### config.mk
export PLATFORM = sky130hd
export DESIGN_NAME = msgbuf_arbiter
export DESIGN_NICKNAME = d
export VERILOG_FILES = /design/src/rtl/msgbuf_arb_pkg.sv /design/src/rtl/msgbuf_grant.sv /design/src/rtl/msgbuf_wgate.sv /design/src/rtl/msgbuf_store.sv /design/src/rtl/msgbuf_arbiter.sv
export SDC_FILE = /design/constraint.sdc
export NUM_CORES = 2
export LEC_CHECK = 0
export ABC_AREA = 1
export BUFFER_PORTS_ARGS = -buffer_cell sky130_fd_sc_hd__buf_2
export CORE_UTILIZATION = 40
export DETAILED_ROUTE_END_ITERATION = 6
export PLACE_DENSITY = 0.65
export SKIP_LAST_GASP = 1
export SLEW_MARGIN = 0
export SYNTH_ARGS = -nofsm -noshare
export SYNTH_HDL_FRONTEND = slang
export SYNTH_SLANG_ARGS = --single-unit
### constraint.sdc
create_clock -name clk -period 3.3 [get_ports clk]
set_clock_uncertainty 0.2 [all_clocks]
set_input_delay 0.165 -clock clk [delete_from_list [all_inputs] [get_ports clk]]
set_output_delay 0.165 -clock clk [all_outputs]
set_load 0.01 [all_outputs]
### src/rtl/msgbuf_arb_pkg.sv
package msgbuf_arb_pkg;
    localparam int WORD_W    = 16;
    localparam int NUM_BUFS  = 15;
    localparam int BUF_WORDS = 8;
    localparam int RSVD_W    = 8;

    typedef struct packed {
        logic cont;      // previous cycle had both ports requesting
        logic eng_last;  // engine won the previous contended cycle
    } arb_state_t;
endpackage

### src/rtl/msgbuf_grant.sv
module msgbuf_grant
    import msgbuf_arb_pkg::*;
(
    input  logic clk,
    input  logic rst_n,
    input  logic cpu_req,
    input  logic eng_req,
    output logic cpu_gnt,
    output logic eng_gnt
);
    arb_state_t st_d, st_q;
    logic both;
    logic eng_first;

    always_comb begin
        both      = cpu_req && eng_req;
        // engine leads a fresh contention run, then the turn toggles
        eng_first = !st_q.cont || !st_q.eng_last;
        eng_gnt   = eng_req && (!cpu_req || eng_first);
        cpu_gnt   = cpu_req && !eng_gnt;
        st_d      = st_q;
        st_d.cont = both;
        st_d.eng_last = both && eng_gnt;
    end

    always_ff @(posedge clk or negedge rst_n) begin
        if (!rst_n) st_q <= '0;
        else        st_q <= st_d;
    end
endmodule

### src/rtl/msgbuf_wgate.sv
module msgbuf_wgate #(
    parameter int NUM_BUFS  = 15,
    parameter int BUF_WORDS = 8,
    parameter int ADDR_W    = 7,
    parameter int BE_W      = 2
) (
    input  logic [ADDR_W-1:0]   addr,
    input  logic [BE_W-1:0]     be,
    input  logic [NUM_BUFS-1:0] busy,
    output logic [BE_W-1:0]     be_eff
);
    localparam int OFF_W = $clog2(BUF_WORDS);
    localparam int IDX_W = ADDR_W - OFF_W;

    logic [IDX_W-1:0] idx;
    logic [OFF_W-1:0] off;
    logic             hit_busy;
    logic             locked;

    always_comb begin
        idx      = addr[ADDR_W-1:OFF_W];
        off      = addr[OFF_W-1:0];
        hit_busy = 1'b0;
        for (int i = 0; i < NUM_BUFS; i++) begin
            if (idx == IDX_W'(i) && busy[i]) hit_busy = 1'b1;
        end
        // last word of a buffer is status/control and stays writable
        locked = hit_busy && (off != OFF_W'(BUF_WORDS - 1));
        be_eff = locked ? '0 : be;
    end
endmodule

### src/rtl/msgbuf_store.sv
module msgbuf_store #(
    parameter int DATA_W    = 16,
    parameter int NUM_WORDS = 120,
    parameter int ADDR_W    = 7
) (
    input  logic              clk,
    input  logic              wr_en,
    input  logic [DATA_W/8-1:0] wr_be,
    input  logic [ADDR_W-1:0] addr,
    input  logic [DATA_W-1:0] wdata,
    output logic [DATA_W-1:0] rdata
);
    localparam int BE_W = DATA_W / 8;

    logic [DATA_W-1:0] mem [NUM_WORDS];
    logic in_range;

    always_comb begin
        in_range = 32'(addr) < NUM_WORDS;
        rdata    = in_range ? mem[addr] : '0;
    end

    for (genvar l = 0; l < BE_W; l++) begin : g_lane
        always_ff @(posedge clk) begin
            if (wr_en && in_range && wr_be[l])
                mem[addr][l*8 +: 8] <= wdata[l*8 +: 8];
        end
    end
endmodule

### src/rtl/msgbuf_arbiter.sv
module msgbuf_arbiter
    import msgbuf_arb_pkg::*;
#(
    parameter int DATA_W    = WORD_W,
    parameter int NBUF      = NUM_BUFS,
    parameter int BWORDS    = BUF_WORDS,
    parameter int RSVD      = RSVD_W,
    parameter int ADDR_W    = $clog2(NBUF * BWORDS + RSVD),
    parameter int BE_W      = DATA_W / 8
) (
    input  logic              clk,
    input  logic              rst_n,
    input  logic              cpu_req,
    input  logic              cpu_we,
    input  logic [BE_W-1:0]   cpu_be,
    input  logic [ADDR_W-1:0] cpu_addr,
    input  logic [DATA_W-1:0] cpu_wdata,
    output logic              cpu_ready,
    output logic [DATA_W-1:0] cpu_rdata,
    input  logic              eng_req,
    input  logic              eng_we,
    input  logic [ADDR_W-1:0] eng_addr,
    input  logic [DATA_W-1:0] eng_wdata,
    output logic              eng_ready,
    output logic [DATA_W-1:0] eng_rdata,
    input  logic [NBUF-1:0]   buf_busy
);
    localparam int NUM_WORDS = NBUF * BWORDS;

    typedef struct packed {
        logic [DATA_W-1:0] cpu_rd;
        logic [DATA_W-1:0] eng_rd;
    } rd_state_t;

    rd_state_t rd_d, rd_q;
    logic cpu_gnt, eng_gnt;
    logic [BE_W-1:0]   cpu_be_eff;
    logic              m_we;
    logic [BE_W-1:0]   m_be;
    logic [ADDR_W-1:0] m_addr;
    logic [DATA_W-1:0] m_wdata;
    logic [DATA_W-1:0] m_rdata;

    msgbuf_grant u_grant (
        .clk     (clk),
        .rst_n   (rst_n),
        .cpu_req (cpu_req),
        .eng_req (eng_req),
        .cpu_gnt (cpu_gnt),
        .eng_gnt (eng_gnt)
    );

    msgbuf_wgate #(
        .NUM_BUFS  (NBUF),
        .BUF_WORDS (BWORDS),
        .ADDR_W    (ADDR_W),
        .BE_W      (BE_W)
    ) u_wgate (
        .addr   (cpu_addr),
        .be     (cpu_be),
        .busy   (buf_busy),
        .be_eff (cpu_be_eff)
    );

    msgbuf_store #(
        .DATA_W    (DATA_W),
        .NUM_WORDS (NUM_WORDS),
        .ADDR_W    (ADDR_W)
    ) u_store (
        .clk   (clk),
        .wr_en (m_we),
        .wr_be (m_be),
        .addr  (m_addr),
        .wdata (m_wdata),
        .rdata (m_rdata)
    );

    always_comb begin
        m_addr  = eng_gnt ? eng_addr  : cpu_addr;
        m_wdata = eng_gnt ? eng_wdata : cpu_wdata;
        m_be    = eng_gnt ? '1        : cpu_be_eff;
        m_we    = (eng_gnt && eng_we) || (cpu_gnt && cpu_we);
        rd_d    = rd_q;
        if (cpu_gnt && !cpu_we) rd_d.cpu_rd = m_rdata;
        if (eng_gnt && !eng_we) rd_d.eng_rd = m_rdata;
    end

    always_ff @(posedge clk or negedge rst_n) begin
        if (!rst_n) rd_q <= '0;
        else        rd_q <= rd_d;
    end

    assign cpu_ready = cpu_gnt;
    assign eng_ready = eng_gnt;
    assign cpu_rdata = rd_q.cpu_rd;
    assign eng_rdata = rd_q.eng_rd;
endmodule

# [Yosys cells after proc, flatten, opt, wreduce, memory -nomap -nowiden]
# Memory sizes are Yosys's and may differ from the RTL's.
# Cells that the tools add are included.
[classes] magnitude_cmp=1 n_eq_ne=15 muxes=24 n_reduce_logical=37
[ops] cell="two-way mux 16 bit" n=2
[ops] cell="equality test 4 bit (second input constant)" n=7
[ops] cell="logical AND 1 bit" n=27
[ops] cell="two-way mux 1 bit" n=19
[ops] cell="equality test 4 x 3 -> 1 bit (second input constant)" n=4
[ops] cell="equality test 4 x 2 -> 1 bit (second input constant)" n=2
[ops] cell="< comparator 7 bit (second input constant)" n=1
[ops] cell="two-way mux 7 bit" n=1
[ops] cell="logical NOT 1 bit" n=6
[ops] cell="equality test 4 x 1 -> 1 bit (second input constant)" n=1
[ops] cell="logical NOT 4 bit" n=1
[ops] cell="two-way mux 2 bit" n=2
[ops] cell="logical OR 1 bit" n=3
[ops] cell="inequality test 3 bit (second input constant)" n=1
[word_totals] register_bits=34 mem_bits_rw=1920 out_inout_bits=34 wordCells=82 mem_count=1
[memory_table] name="u_store.mem" words=120 word_bits=16 read_ports=1 rd_clocked_by_memory_dff=0 write_ports=1 line="msgbuf_store.sv:15" text="logic [DATA_W-1:0] mem [NUM_WORDS];"

# [Longest topological paths before layout]
[logic_depth] word_depth=23 mapped_depth=20 ltp_nobuf=17

# [Modules after synthesis]
# Synthesis repeated with hierarchy kept, for this count alone.
[hier_totals] cells_unflattened=8208 area_unflattened_um2=83438.8
[by_module_without_submodules] module="msgbuf_store" instances=1 cells_per_inst=7929 area_per_inst_um2=81488.2 seq_area_each_um2=57655.3
[by_module_without_submodules] module="msgbuf_arbiter" instances=1 cells_per_inst=219 area_per_inst_um2=1634.1 seq_area_each_um2=800.8
[by_module_without_submodules] module="msgbuf_wgate" instances=1 cells_per_inst=49 area_per_inst_um2=229.0 seq_area_each_um2=0.0
[by_module_without_submodules] module="msgbuf_grant" instances=1 cells_per_inst=11 area_per_inst_um2=87.6 seq_area_each_um2=50.0

# [Worst setup path before layout]
# Ideal clock, no wire load.
[synth_path] path_type="reg-to-reg" start="register u_grant.st_q[1] (netlist name)" end="memory u_store.mem[0][10], data pin" t_arrival_ps=2762 path_slack_ps=-153 path_stages_with_launch=8 n_path_buf=2 path_cell_list="dfrtp_1 nand3_4 nand2_4 inv_1 clkbuf_1 clkbuf_1 nand2_1 nand2_1"
[synth_between] elab_chain_len=5
[synth_rtl] element="start, declared" line="msgbuf_grant.sv:11" text="arb_state_t st_d, st_q;"
[synth_rtl] element="start signal, assigned" line="msgbuf_grant.sv:28" text="else st_q <= st_d;"
[synth_rtl] element="logical NOT 1 bit" line="msgbuf_grant.sv:18" text="eng_first = !st_q.cont || !st_q.eng_last;"
[synth_rtl] element="logical OR 1 bit" line="msgbuf_grant.sv:18"
[synth_rtl] element="logical OR 1 bit" line="msgbuf_grant.sv:19" text="eng_gnt = eng_req && (!cpu_req || eng_first);"
[synth_rtl] element="logical AND 1 bit" line="msgbuf_grant.sv:19"
[synth_rtl] element="named net eng_ready" line="msgbuf_arbiter.sv:24" text="output logic eng_ready,"
[synth_rtl] element="two-way mux 16 bit" line="msgbuf_arbiter.sv:80" text="m_wdata = eng_gnt ? eng_wdata : cpu_wdata;"
[synth_rtl] element="named net m_wdata[10]" line="msgbuf_arbiter.sv:41" text="logic [DATA_W-1:0] m_wdata;"
[synth_rtl] element="end, declared" line="msgbuf_store.sv:15"
# The timed path passes the listed nets, and every way through them passes these cells.

# [Final worst setup path]
[layout_path] start="register u_grant.st_q[1] (netlist name)" end="memory u_store.mem[95][6] (enable)"
[layout_between] elab_chain_len=12
[layout_rtl] element="logical NOT 1 bit *" line="msgbuf_grant.sv:18"
[layout_rtl] element="logical OR 1 bit *" line="msgbuf_grant.sv:18"
[layout_rtl] element="logical OR 1 bit *" line="msgbuf_grant.sv:19"
[layout_rtl] element="logical AND 1 bit *" line="msgbuf_grant.sv:19"
[layout_rtl] element="branches (longest 8 deep; another with < comparator 7 bit)"
# Mark *: on every way between the ends.

==> impl_metrics.tcl <==
set metrics [dict create \
    cp-start-kind "register" \
    synthArstFlopShare_pct 1.74 \
    r2r_setup_slack_ns 0.02 \
    synthMuxAreaShare_pct 0 \
    drv_cap 0 \
    syn_inst 7249 \
    slew_viol_final 0 \
    leakage_nw 35.9 \
    synth_top_area_share_pct 71.4 \
    pin_count 103 \
    rsz0062_at_grt "true" \
    synth_fa_ha_area_share_pct 0 \
    worstHoldStart "eng_addr[3]" \
    ant_nets 0 \
    worst_r2r_path_depth 11 \
    power.density_nw_per_um2 575 \
    ys_ff_latch 1954 \
    root_buffer "clkbuf_16" \
    whs_path_depth 10 \
    coreArea_um2 200000 \
    fmax_mhz 305 \
    viasPerCell 5.24 \
    layout_commonest_cell "nand2_1" \
    setup_viol 0 \
    met2_usage_pct 36.3 \
    post_drt_wl_per_cell_um 21.9 \
    syn_nets 7318 \
    top_usage_layer "met2" \
    io_buffers 102 \
    synth_compound_area_share_pct 3.55 \
    grt_usage_pct 22.3 \
    first_pass_iters 7 \
    initial_utilization_pct 40.3 \
    dieHeight_um 451 \
    yosysWarnings 0 \
    syn_area_per_cell_um2 11.1 \
    drive_gt1_share_pct 13.4 \
    grt_use_met1_pct 28.8 \
    clk_latency_ns 0.84 \
    nets 7852 \
    htreeDepth 4 \
    antenna_found_initial 4 \
    synthSimpleGateAreaFrac_pct 20.2 \
    synth.area.top_cells "edfxtp_1, nand2_1, nor2_1" \
    tritoncts "done" \
    routed_wl_um 232000 \
    clk_pin_slew_ns 0.06 \
    power.total_mw 54.9 \
    r2r_end "u_store.mem[95][6]$_DFFE_PP_" \
    period_minus_slack_ns 3.28 \
    hold_viol 0 \
    synth_top_area_cell "edfxtp_1" \
    grt_pass1_vias 52900 \
    status "finished, final reports clean" \
    place_hpwl_um 149000 \
    timing.rr.start "u_grant.st_q[1]$_DFF_PN0_" \
    areaGrowthSynthToFinish_pct 18.4 \
    synth_top_family_by_area "simple AND/OR/NAND/NOR gates" \
    fp-row-count 164 \
    cts.path.max_buffers 3 \
    yosysSeqAreaShare_pct 72.5 \
    netlist_area_um2 80700 \
    mostFrequentLayoutCells "nand2_1, edfxtp_1, nor2_1, nand3_1, o21ai_0" \
    cp-end-kind "register" \
    die_area_um2 204000 \
    path_class "reg -> reg" \
    drt-initial-drc-count 7234 \
    fp.dieW_um 451 \
    grt_max_degree 121 \
    gr-total-overflow 0 \
    drc_errors 0 \
    worst-path-max-fanout 15 \
    peakVddDrop_uv 585 \
    gp_congestion 0.959 \
    vias 55500 \
    synth-edff-count 1920 \
    synth_cell_types 36 \
    use_met3_pct 3.66 \
    hold_end "eng_rdata[14]$_DFFE_PN0P_" \
    slew_headroom_pct 41.3 \
    cts_sinks 1954 \
    crit_required_ns 3.54 \
    worstMarginPinSlew_ns 0.877 \
    cp.arrival_ns 3.52 \
    grt_pass1_wl_um 339000 \
    finalCritPeriodShare_pct 99.3 \
    synthFlopType "edfxtp_1" \
    hold_class "in -> reg" \
    cts_buffers 194 \
    synth_xor_area_share_pct 0 \
    hold_ws_ns 0.115 \
]
[how the worst max path moves through the flow]
stage | to | depth (start not counted) | from | slack, ns
final | u_store.mem[95][6]$_DFFE_PP_ | 11 | u_grant.st_q[1]$_DFF_PN0_ | 0.02
after global routing | eng_rdata[9]$_DFFE_PN0P_ | 21 | u_grant.st_q[1]$_DFF_PN0_ | -0.09
after CTS | cpu_rdata[4]$_DFFE_PN0P_ | 17 | u_grant.st_q[1]$_DFF_PN0_ | -0.05
after detailed placement | u_store.mem[35][14]$_DFFE_PP_ | 15 | cpu_req | -0.26
after global placement | u_store.mem[35][8]$_DFFE_PP_ | 14 | u_grant.st_q[1]$_DFF_PN0_ | -0.26
after floorplan | u_store.mem[0][0]$_DFFE_PP_ | 6 | u_grant.st_q[1]$_DFF_PN0_ | 0.15
[cell usage after synthesis (2+ instances only)]
cell and count:
edfxtp_1 1920, clkinv_1 2, clkbuf_1 103, a21oi_2 3
nor2_2 12, buf_2 191, inv_1 258, buf_1 24
o21ai_0 490, or2_2 2, nand4_1 77, nand3b_1 2
inv_2 3, nor3_1 2, o22a_1 7, buf_4 53
nand2_2 4, o22ai_1 10, nand2_1 2269, o21ai_1 21
and2_1 16, nand3_1 487, nor2_1 1200, nand2_4 3
nor2_4 3, a21oi_1 20, o211ai_1 3, dfrtp_1 34
clkbuf_2 2, buf_6 22
[routing by layer]
layer / up-vias / wire length (µm)
li1: 25600 / -
met1: 26800 / 89700
met2: 2582 / 111000
met3: 437 / 19600
met4: 4 / 12100
met5: - / 32
[stage by stage]
stage	std cells	cell area, µm²	TNS (ns)	worst slack (ns)	utilization, %
4_1_cts	10600	94900	-0.0965	-0.0490	47.4
2_1_floorplan	7249	80700	0	0.150	-
3_3_place_gp	10200	88200	-48.23	-0.263	44.1
6_report	10600	95500	0	0.0244	47.7
5_1_grt	10600	95500	-2.27	-0.0905	47.7
3_5_place_dp	10200	88200	-46.23	-0.264	44.1
[registers in the layout (all words and copies together), names as in the netlist]
name          count
eng_rdata        16
cpu_rdata        16
u_store.mem    1920
u_grant.st_q      2
[critical path, cell delays in order, from the launching register on]
cell and delay [ns]:
dfrtp_1 0.37, nand3_4 0.09, buf_4 0.17, nand3b_1 0.19
nand2_8 0.15, buf_4 0.17, buf_4 0.16, buf_4 0.15
nor2_4 0.28, buf_12 0.26, nand2_1 0.11, nor2_1 0.58
[final cells by class]
| type | count | area, µm² |
|---|---|---|
| fillers | 17500 | 105000 |
| flip-flops and latches | 1954 | 58500 |
| multi-input cells | 4637 | 19500 |
| repair buffers | 733 | 7140 |
| clock buffers | 251 | 5170 |
| well taps | 2656 | 3320 |
| inverters | 263 | 991 |
| clock inverters | 103 | 858 |
| diodes | 3 | 7.51 |
[cells by family (layout without fill, tap and decap cells)]
| kind of cell | after synthesis | count (layout) |
|---|---|---|
| AO/OA/AOI/OAI | 558 | 558 |
| buffers and inverters | 658 | 1350 |
| flip-flops | 1954 | 1954 |
| other | 0 | 3 |
| AND/OR/NAND/NOR | 4079 | 4079 |
[repair_timing]
item / CTS / global route
pin swaps: 4 / 16
setup endpoints to repair: 535 / 446
hold buffers: 47 / 2
buffers inserted: 11 / 9
cloned: 1 / 8
resized for setup: 9 / 93
endpoints found under the hold margin: 1145 / 176
[report_power, final]
part	total (mW)	internal [mW]	switching (mW)
Combinational	5.96	1.78	4.18
Sequential	27.8	27.6	0.217
Clock	21.1	11.7	9.37
Note: power is estimated with default switching activity, not from simulation.
